$ cat src/rtl/pps_pkg.sv
package pps_pkg;

  typedef enum logic [1:0] {
    ST_IDLE  = 2'd0,
    ST_ARMED = 2'd1,
    ST_RUN   = 2'd2
  } ppsState_t;

  typedef struct packed {
    logic drive;
  } ctlStrobes_t;

  typedef struct packed {
    logic secTick;
  } datStatus_t;

endpackage

$ cat src/rtl/pps_ctrl.sv
module pps_ctrl
  import pps_pkg::*;
(
  input  logic        clk,
  input  logic        rstN,
  input  logic        cfgEnable,
  input  datStatus_t  sts,
  output ctlStrobes_t ctl
);

  ppsState_t state, stateNext;

  always_comb begin
    stateNext = state;
    if (!cfgEnable) begin
      stateNext = ST_IDLE;
    end else begin
      unique case (state)
        ST_IDLE:  stateNext = ST_ARMED;
        ST_ARMED: stateNext = sts.secTick ? ST_RUN : ST_ARMED;
        ST_RUN:   stateNext = ST_RUN;
        default:  stateNext = ST_IDLE;
      endcase
    end
  end

  always_comb begin
    ctl.drive = cfgEnable &&
                ((state == ST_RUN) || ((state == ST_ARMED) && sts.secTick));
  end

  always_ff @(posedge clk) begin
    if (!rstN) state <= ST_IDLE;
    else       state <= stateNext;
  end

endmodule

$ cat src/rtl/pps_datapath.sv
module pps_datapath
  import pps_pkg::*;
#(
  parameter int SEC_W    = 48,
  parameter int NS_W     = 30,
  parameter int HALF_NS  = 500_000_000,
  parameter int NUM_PINS = 4,
  parameter int FUNC_W   = 16,
  parameter int EN_BIT   = 15,
  parameter int PTP_BIT  = 6,
  parameter int CODE_W   = 6,
  parameter int SIG_CODE = 'h12
) (
  input  logic                       clk,
  input  logic                       rstN,
  input  logic [SEC_W-1:0]           secIn,
  input  logic [NS_W-1:0]            nsecIn,
  input  logic                       cfgPolarity,
  input  logic [NUM_PINS*FUNC_W-1:0] pinFuncCfg,
  input  ctlStrobes_t                ctl,
  output datStatus_t                 sts,
  output logic [NUM_PINS-1:0]        pinOut,
  output logic [NUM_PINS-1:0]        pinDriveEn
);

  localparam logic [NS_W-1:0]   HALF_VAL  = NS_W'(HALF_NS);
  localparam logic [FUNC_W-1:0] SEL_MASK  = FUNC_W'((1 << EN_BIT) | (1 << PTP_BIT) |
                                                    ((1 << CODE_W) - 1));
  localparam logic [FUNC_W-1:0] SEL_MATCH = FUNC_W'((1 << EN_BIT) | (1 << PTP_BIT) |
                                                    SIG_CODE);

  logic [SEC_W-1:0] secPrev;
  logic             firstHalf;
  logic             waveLvl;

  always_ff @(posedge clk) begin
    if (!rstN) secPrev <= '0;
    else       secPrev <= secIn;
  end

  always_comb begin
    sts.secTick = (secIn != secPrev);
    firstHalf   = (nsecIn < HALF_VAL);
    waveLvl     = ctl.drive & (firstHalf ^ cfgPolarity);
  end

  for (genvar i = 0; i < NUM_PINS; i++) begin : g_pin
    logic [FUNC_W-1:0] funcWord;
    logic              pinSel;

    always_comb begin
      funcWord = pinFuncCfg[i*FUNC_W +: FUNC_W];
      pinSel   = ((funcWord & SEL_MASK) == SEL_MATCH);
    end

    always_ff @(posedge clk) begin
      if (!rstN) begin
        pinOut[i]     <= 1'b0;
        pinDriveEn[i] <= 1'b0;
      end else begin
        pinOut[i]     <= pinSel & waveLvl;
        pinDriveEn[i] <= pinSel;
      end
    end
  end

endmodule

$ cat src/rtl/pps_gen.sv
module pps_gen
  import pps_pkg::*;
#(
  parameter int SEC_W    = 48,
  parameter int NS_W     = 30,
  parameter int HALF_NS  = 500_000_000,
  parameter int NUM_PINS = 4,
  parameter int FUNC_W   = 16
) (
  input  logic                       clk,
  input  logic                       rstN,
  input  logic [SEC_W-1:0]           secIn,
  input  logic [NS_W-1:0]            nsecIn,
  input  logic                       cfgEnable,
  input  logic                       cfgPolarity,
  input  logic [NUM_PINS*FUNC_W-1:0] pinFuncCfg,
  output logic [NUM_PINS-1:0]        pinOut,
  output logic [NUM_PINS-1:0]        pinDriveEn
);

  ctlStrobes_t ctl;
  datStatus_t  sts;

  pps_ctrl u_ctrl (
    .clk       (clk),
    .rstN      (rstN),
    .cfgEnable (cfgEnable),
    .sts       (sts),
    .ctl       (ctl)
  );

  pps_datapath #(
    .SEC_W    (SEC_W),
    .NS_W     (NS_W),
    .HALF_NS  (HALF_NS),
    .NUM_PINS (NUM_PINS),
    .FUNC_W   (FUNC_W)
  ) u_dp (
    .clk         (clk),
    .rstN        (rstN),
    .secIn       (secIn),
    .nsecIn      (nsecIn),
    .cfgPolarity (cfgPolarity),
    .pinFuncCfg  (pinFuncCfg),
    .ctl         (ctl),
    .sts         (sts),
    .pinOut      (pinOut),
    .pinDriveEn  (pinDriveEn)
  );

endmodule

$ cat config.mk
export PLATFORM = sky130hd
export DESIGN_NAME = pps_gen
export DESIGN_NICKNAME = d
export VERILOG_FILES = /design/src/rtl/pps_pkg.sv /design/src/rtl/pps_ctrl.sv /design/src/rtl/pps_datapath.sv /design/src/rtl/pps_gen.sv
export SDC_FILE = /design/constraint.sdc
export NUM_CORES = 1
export LEC_CHECK = 0
export BUFFER_PORTS_ARGS = -buffer_cell sky130_fd_sc_hd__clkbuf_2
export CAP_MARGIN = 20
export CELL_PAD_IN_SITES_DETAIL_PLACEMENT = 2
export CELL_PAD_IN_SITES_GLOBAL_PLACEMENT = 2
export CORE_MARGIN = 1
export CORE_UTILIZATION = 24
export CTS_BUF_LIST = sky130_fd_sc_hd__clkbuf_4 sky130_fd_sc_hd__clkbuf_8
export DETAILED_ROUTE_END_ITERATION = 12
export GPL_ROUTABILITY_DRIVEN = 0
export PLACE_DENSITY = 0.9
export SYNTH_ARGS = -nofsm -noshare
export SYNTH_HDL_FRONTEND = slang
export SYNTH_SLANG_ARGS = --single-unit
$ cat constraint.sdc
create_clock -name clk -period 2.3 [get_ports clk]
set_clock_uncertainty 0.1 [all_clocks]
set_input_delay 0.345 -clock clk [delete_from_list [all_inputs] [get_ports clk]]
set_output_delay 0.345 -clock clk [all_outputs]
set_load 0.005 [all_outputs]
# [Word-level counts from Yosys, hierarchy flattened]
# Cells that the tools add are included.
[totals] latch_bits=0 output_inout_bits=8 reg_bits=58 ramBits=0 word_cells=31 n_memories=0 romBits=0 in_bits=146
[classes] addsub=0 bitwise_logic=6 div=0 reduce_logical=5 n_mul=0 shift=0 muxes=2 order_cmp=1 n_eq_ne=7
[op_table] cell="$ne 48x48->1" count=1
[op_table] cell="$eq 8x8->1 const B" count=4
[op_table] cell="$lt 30x29->1 const B" count=1
[op_table] cell="$pmux 2 s3" count=1
[op_table] cell="$and 1x1->1" count=5
[op_table] cell="$eq 2x1->1 const B" count=1
[op_table] cell="$eq 2x2->1 const B" count=1
[op_table] cell="$logic_and 1x1->1" count=2
[op_table] cell="$logic_not 2->1" count=1
[op_table] cell="$mux 2" count=1
[op_table] cell="$reduce_and 2->1" count=1
[op_table] cell="$logic_or 1x1->1" count=1
[op_table] cell="$xor 1x1->1" count=1

# [Longest topological paths before layout]
# Gate-level depths: netlist (run 1).
[depth] ltp_word=6 ltp_mapped=5 ltp_nobuf=5

# [Hierarchy]
# A second synthesis (run 1) with hierarchy kept.
[hier_totals] hier_cells=220 hier_area_um2=2280.9
[by_module_without_submodules] mod="pps_datapath" area_each_um2=2203.4 seq_area_each_um2=1121.1 cells_per_inst=212 instances=1
[by_module_without_submodules] mod="pps_ctrl" area_each_um2=77.6 seq_area_each_um2=40.0 cells_per_inst=8 instances=1

# [Worst setup path before layout (run 1)]
# Ideal clock, no wire load.
[synth_path] path_kind="input to register" startpoint="input nsecIn[20]" endpoint="register u_dp.pinOut[0]" required_time_ps=2127 path_slack_ps=471 setup_time_ps=73 arrival_time_ps=1656 stages=5 n_path_buf=0 cell_sequence="and4bb_1 > o211ai_1 > o31a_1 > or4b_4 > nor3b_2"
[synth_between] elab_chain_len=4
[synth_lines] element="from (decl)" line="pps_gen.sv:13" text="input logic [NS_W-1:0] nsecIn,"
[synth_lines] element="$lt 30x29->1" line="pps_datapath.sv:43" text="firstHalf = (nsecIn < HALF_VAL);"
[synth_lines] element="$xor 1x1->1" line="pps_datapath.sv:44" text="waveLvl = ctl.drive & (firstHalf ^ cfgPolarity);"
[synth_lines] element="$and 1x1->1" line="pps_datapath.sv:44"
[synth_lines] element="$and 1x1->1" line="pps_datapath.sv:61" text="pinOut[i] <= pinSel & waveLvl;"
[synth_lines] element="to (signal, indexed assignment)" line="pps_datapath.sv:61"
[synth_lines] element="to (decl)" line="pps_datapath.sv:22" text="output logic [NUM_PINS-1:0] pinOut,"
# Every way passes these cells.
# A chain may end at the register's enable or synchronous reset.

# [Final worst setup path (run 1)]
[layout_path] startpoint="register u_dp.secPrev[24]" endpoint="register u_dp.pinOut[0]"
[layout_between] elab_chain_len=6
[layout_lines] element="from (decl)" line="pps_datapath.sv:32" text="logic [SEC_W-1:0] secPrev;"
[layout_lines] element="from (signal assigned)" line="pps_datapath.sv:38" text="else secPrev <= secIn;"
[layout_lines] element="$ne 48x48->1" line="pps_datapath.sv:42" text="sts.secTick = (secIn != secPrev);"
[layout_lines] element="$logic_and 1x1->1" line="pps_ctrl.sv:29" text="((state == ST_RUN) || ((state == ST_ARMED) && sts.secTick));"
[layout_lines] element="$logic_or 1x1->1" line="pps_ctrl.sv:29"
[layout_lines] element="$logic_and 1x1->1" line="pps_ctrl.sv:28" text="ctl.drive = cfgEnable &&"
[layout_lines] element="$and 1x1->1" line="pps_datapath.sv:44"
[layout_lines] element="$and 1x1->1" line="pps_datapath.sv:61"
# Every way passes these cells.

==> results of run 1 <==
==> cell type report <==
class                           count  area (um^2)
Fill cell                        1086         6100
Sequential cell                    58         1160
Multi-Input combinational cell    152         1130
Timing Repair Buffer              114          573
Tap cell                          129          161
Clock buffer                       11          151
Clock inverter                      3         40.0
Inverter                            3         11.3
==> state kept, by name, summed over array words and instances, names as in the netlist <==
register,count
u_ctrl.state,2
u_dp.pinDriveEn,4
u_dp.pinOut,4
u_dp.secPrev,48
==> where the power goes <==
group	switching, mW	total, mW	leakage [nW]	internal [mW]
Sequential	0.0210	1.07	0.481	1.05
Clock	0.381	0.924	0.101	0.544
Combinational	0.113	0.271	0.783	0.158
Total	0.515	2.27	1.36	1.75
==> kinds of logic after synthesis <==
group	count (synthesis)	synth area share [%]
simple gates	94	27.2
buf+inv	9	1.45
compound gates	9	2.85
flops	58	50.0
xor+xnor	49	18.5
==> metal layers <==
| metal | GRT usage (%) | share of wire, % |
|---|---|---|
| met1 | 13.1 | 36 |
| met2 | 27.2 | 54 |
| met3 | 4.04 | 7.8 |
| met4 | 6.58 | 2.1 |
| met5 | 0 | 0 |
==> per-stage QoR <==
stage / power (mW) / area [um^2]
after global placement: 1.36 / 3040
after detailed placement: 1.37 / 3040
after global routing: 2.38 / 3230
after CTS: 2.32 / 3230
final: 2.27 / 3230
after floorplan: 1.23 / 2320
==> cell usage after synthesis (all sizes together) <==
library cell	count	share of area (%)
a211o	1	0.38
a211oi	1	0.32
a21oi	2	0.43
a41o	1	0.43
and2	49	13
and2b	1	0.32
and3	1	0.27
and4bb	1	0.54
clkbuf	6	0.97
dfxtp	58	50
inv	3	0.48
nand2	2	0.32
nand3	2	0.43
nand3b	4	1.3
nand4	13	3.5
nand4b	4	1.5
nor2	1	0.16
nor2b	1	0.27
nor3b	4	2.2
nor4	9	2.4
o2111ai	1	0.38
o211ai	1	0.32
o21ai	1	0.22
o31a	1	0.38
or2	1	0.27
or4b	1	0.59
xnor2	48	18
xor2	1	0.38
==> worst max-delay path, stage by stage (launching register included) <==
cell,delay (ns)
dfxtp_1,0.31
xnor2_1,0.17
nand4_1,0.14
nor4_1,0.51
a41o_1,0.42
nor3b_2,0.09
==> final timing paths <==
check / from / endpoint / slack, ns / cells after the start
setup / recovery: u_dp.secPrev[24]$_SDFF_PN0_ / u_dp.pinOut[0]$_SDFF_PN0_ / 0.44 / 5
hold / removal: pinFuncCfg[50] / u_dp.pinDriveEn[3]$_SDFF_PN0_ / 0.10 / 2
setup reg to reg: u_dp.secPrev[24]$_SDFF_PN0_ / u_dp.pinOut[0]$_SDFF_PN0_ / 0.44 / 5
hold reg to reg: u_ctrl.state[0]$_SDFF_PN0_ / u_ctrl.state[0]$_SDFF_PN0_ / 0.36 / 1
==> placed cells by master, fill, tap and decap left out, drive strengths merged, types with 2 or more instances in the layout <==
master  Yosys  routed
clkbuf      6     124
a21oi       2       2
nand3       2       2
nand4b      4       4
nand4      13      13
inv         3       3
nand3b      4       4
nand2       2       2
clkinv      0       2
dfxtp      58      58
nor3b       4       4
nor4        9       9
and2       49      49
xnor2      48      48
==> out/results.ini, run 1 <==
[drt]
wire_per_inst_um=13.8
drc=0
via_per_inst=4.28
drt_first_pass_iters=3
antenna_left=0
vias=2011
drt_iter0_drc=11
drt_wl_total_mm=6.50

[floorplan]
dieHeight_um=100
initial_core_util_pct=24.9
placementRows=35
core-area_mm2=0.00933
ios=154
die_w_um=100
dieArea_mm2=0.0101

[final_layout]
num_antenna_cells=0
nets=484
area_delta_synth_final_pct=38.9
layout-drive-gt1-share_pct=39.3
post-route-util_pct=34.6
finalNonFillerCells=470

[yosys]
yosysWarnings=0
synthCells=219
synth_fp_nets=365
synth_seq_area_share_pct=50.0
ys_types=29
synth.ff_latch_count=58
syn_area_mm2=0.00232
post_synth.cell_area_avg_um2=10.6

[clock_tree]
clock-sinks=58
cts_tree=yes
clockBufferDepth=2
cts_made_buffers=9
cts_setup_buffers=0
clkTransAtPathRegs_ns=0.07
worstSkewPairLatency_ns=0.33
cts_max_level=3
cts-resized-gates=0
cts_hold_buf=0
cts-root-buf=clkbuf_8

[grt]
grt_pass1_vias=2253
antenna_found_initial=0
grt_max_degree=48
track_usage_pct=13.9
grt_pass1_wl_mm=10.4
grt_overflow=0

[place]
io_buffer_count=113
dp_hpwl_mm=5.40
dpl_worst_slack_ns=0.211
dp_cells=456

[timing]
min_period_ns=1.86
finalHoldViolCount=0
whs_ns=0.102
rsz0062_at_grt=no
setup_viol=0
period_share_pct=81.0
slew_violations=0
worst_slack_ns=0.438
fmax_mhz=537
worst_slew_pin_slew_ns=0.507
max-slew-margin-rel_pct=65.9
setup_tns_ns=0

[power]
powerDensity_mw_per_mm2=703
ir_drop_mv=0.296
p_leak_nw=1.36

[critical_path]
critPathLaunchType=register
cp.required_ns=2.41
cp.arrival_ns=1.97
end_kind=register
crit_type=reg2reg
path_max_fanout=5

[run_status]
status=complete, no violations

[worst_hold_path]
worstHoldPathType=in2reg

[flow_run]
drv_cap=0

Power figures use the tool's default switching activity.
==> run 2, diff against run 1 <==
Clock period 2.3 ns to 1.8 ns, I/O delays scaled along.
==> out/results.ini, run 2 (synthesis results as in run 1) <==
[timing]
fmax_mhz=584
period_share_pct=95.1
finalHoldViolCount=0
worst_slack_ns=0.0884
setup_viol=0
min_period_ns=1.71
rsz0062_at_grt=yes
worst_slew_pin_slew_ns=0.453
slew_violations=0
max-slew-margin-rel_pct=69.5
whs_ns=0.0255

[flow_run]
drv_cap=0

[place]
dp_cells=461
dp_hpwl_mm=5.55
dpl_worst_slack_ns=-0.151
io_buffer_count=113

[final_layout]
largest_register_ffs=48
largestRegisters=u_dp.secPrev x48, u_dp.pinDriveEn x4, u_dp.pinOut x4
layout_commonest_cell=clkbuf_2
nets=489
layout-drive-gt1-share_pct=45.0
largest-register=u_dp.secPrev
area_delta_synth_final_pct=45.5
finalNonFillerCells=476
most-common-layout-cells=clkbuf_2, dfxtp_1, and2_1
num_antenna_cells=0

[critical_path]
critical-path-max-stage-delay_ns=0.35
cp.arrival_ns=1.83
end_kind=register
cp_slowest_cell=nor4_2
critPathLaunchType=register
r2r_start=u_dp.secPrev[45]$_SDFF_PN0_
r2r-end=u_dp.pinOut[2]$_SDFF_PN0_
cp.required_ns=1.92
reg2reg_setup_slack_ns=0.09
crit_buf_inv=2
reg2reg_depth=7
cp_cell_sequence=xnor2_2 -> nand4_1 -> nor4_2 -> buf_4 -> a41o_1 -> buf_12 -> nor3b_2
crit_family=simple AND/OR/NAND/NOR gates
crit_type=reg2reg
path_depth=7
path_max_fanout=5

[worst_hold_path]
hold_start=pinFuncCfg[50]
worstHoldPathType=in2reg
hold_end=u_dp.pinDriveEn[3]$_SDFF_PN0_
min_path_cells=2

[grt]
grt_pass1_wl_mm=10.6
grt_overflow=0
grt_pass1_vias=2279
track_usage_pct=14.1
antenna_found_initial=0
grt_max_degree=35

[drt]
drt_iter0_drc=28
drt_wl_total_mm=6.85
antenna_left=0
wire_per_inst_um=14.4
drc=0
via_per_inst=4.30
drt_first_pass_iters=3
vias=2045

[power]
total_power_mw=3.06
p_leak_nw=1.44
powerDensity_mw_per_mm2=906
ir_drop_mv=0.352

[run_status]
status=complete, no violations

[clock_tree]
cts-root-buf=clkbuf_8
clkTransAtPathRegs_ns=0.07
clock-sinks=58
cts_max_level=3
worstSkewPairLatency_ns=0.33
cts_made_buffers=9
cts_setup_buffers=0
clockBufferDepth=2
cts_tree=yes

[floorplan]
initial_core_util_pct=24.9
dieArea_mm2=0.0101
placementRows=35
core-area_mm2=0.00933
ios=154
dieHeight_um=100
die_w_um=100

run 2: stage by stage:
| step | instance area (um^2) | TNS (ns) | util (%) |
|---|---|---|---|
| final | 3380 | 0 | 36.2 |
| after global routing | 3380 | -0.0181 | 36.2 |
| after CTS | 3310 | 0 | 35.5 |
| after detailed placement | 3090 | -0.619 | 33.1 |
| after global placement | 3090 | -0.439 | 33.1 |
| after floorplan | 2320 | 0 | - |
run 2: routing by layer:
layer,global-route usage [%],up-vias,part of all wire (%)
met5,0,-,0
met3,4.04,11,6.2
met4,6.69,0,1.9
met2,27.4,95,56
li1,-,987,-
met1,13.5,952,36
run 2: what timing repair did:
item                       CTS  global route
gates resized for setup      2            14
pin swaps                    0            16
gates cloned                 0             0
setup endpoints to repair    2             5
hold buffers                 0             0
run 2: cell type report:
class	count	area, um^2
fill	1062	5950
inverter	3	11.3
clock buffer	10	138
timing repair buffer	119	623
tap	129	161
sequential	58	1170
multi-input combinational	152	1200
clock inverter	5	78.8
run 2: how the worst max path moves through the flow:
stage                                      from                        end  slack, ns
finish              u_dp.secPrev[45]$_SDFF_PN0_  u_dp.pinOut[2]$_SDFF_PN0_       0.09
global route        u_dp.secPrev[45]$_SDFF_PN0_  u_dp.pinOut[2]$_SDFF_PN0_      -0.01
CTS                 u_dp.secPrev[47]$_SDFF_PN0_  u_dp.pinOut[2]$_SDFF_PN0_       0.03
detailed placement                   nsecIn[20]  u_dp.pinOut[0]$_SDFF_PN0_      -0.15
global placement                     nsecIn[20]  u_dp.pinOut[3]$_SDFF_PN0_      -0.11
floorplan                            nsecIn[20]  u_dp.pinOut[0]$_SDFF_PN0_       0.05
run 2: worst reg2reg max path: stages (launching register included):
cell,delay [ns]
dfxtp_2,0.33
xnor2_2,0.13
nand4_1,0.16
nor4_2,0.35
buf_4,0.17
a41o_1,0.20
buf_12,0.13
nor3b_2,0.04
run 2: report_power, final:
part | internal, mW | switching [mW] | total, mW
Combinational | 0.219 | 0.154 | 0.373
Sequential | 1.35 | 0.0305 | 1.38
Clock | 0.807 | 0.509 | 1.32
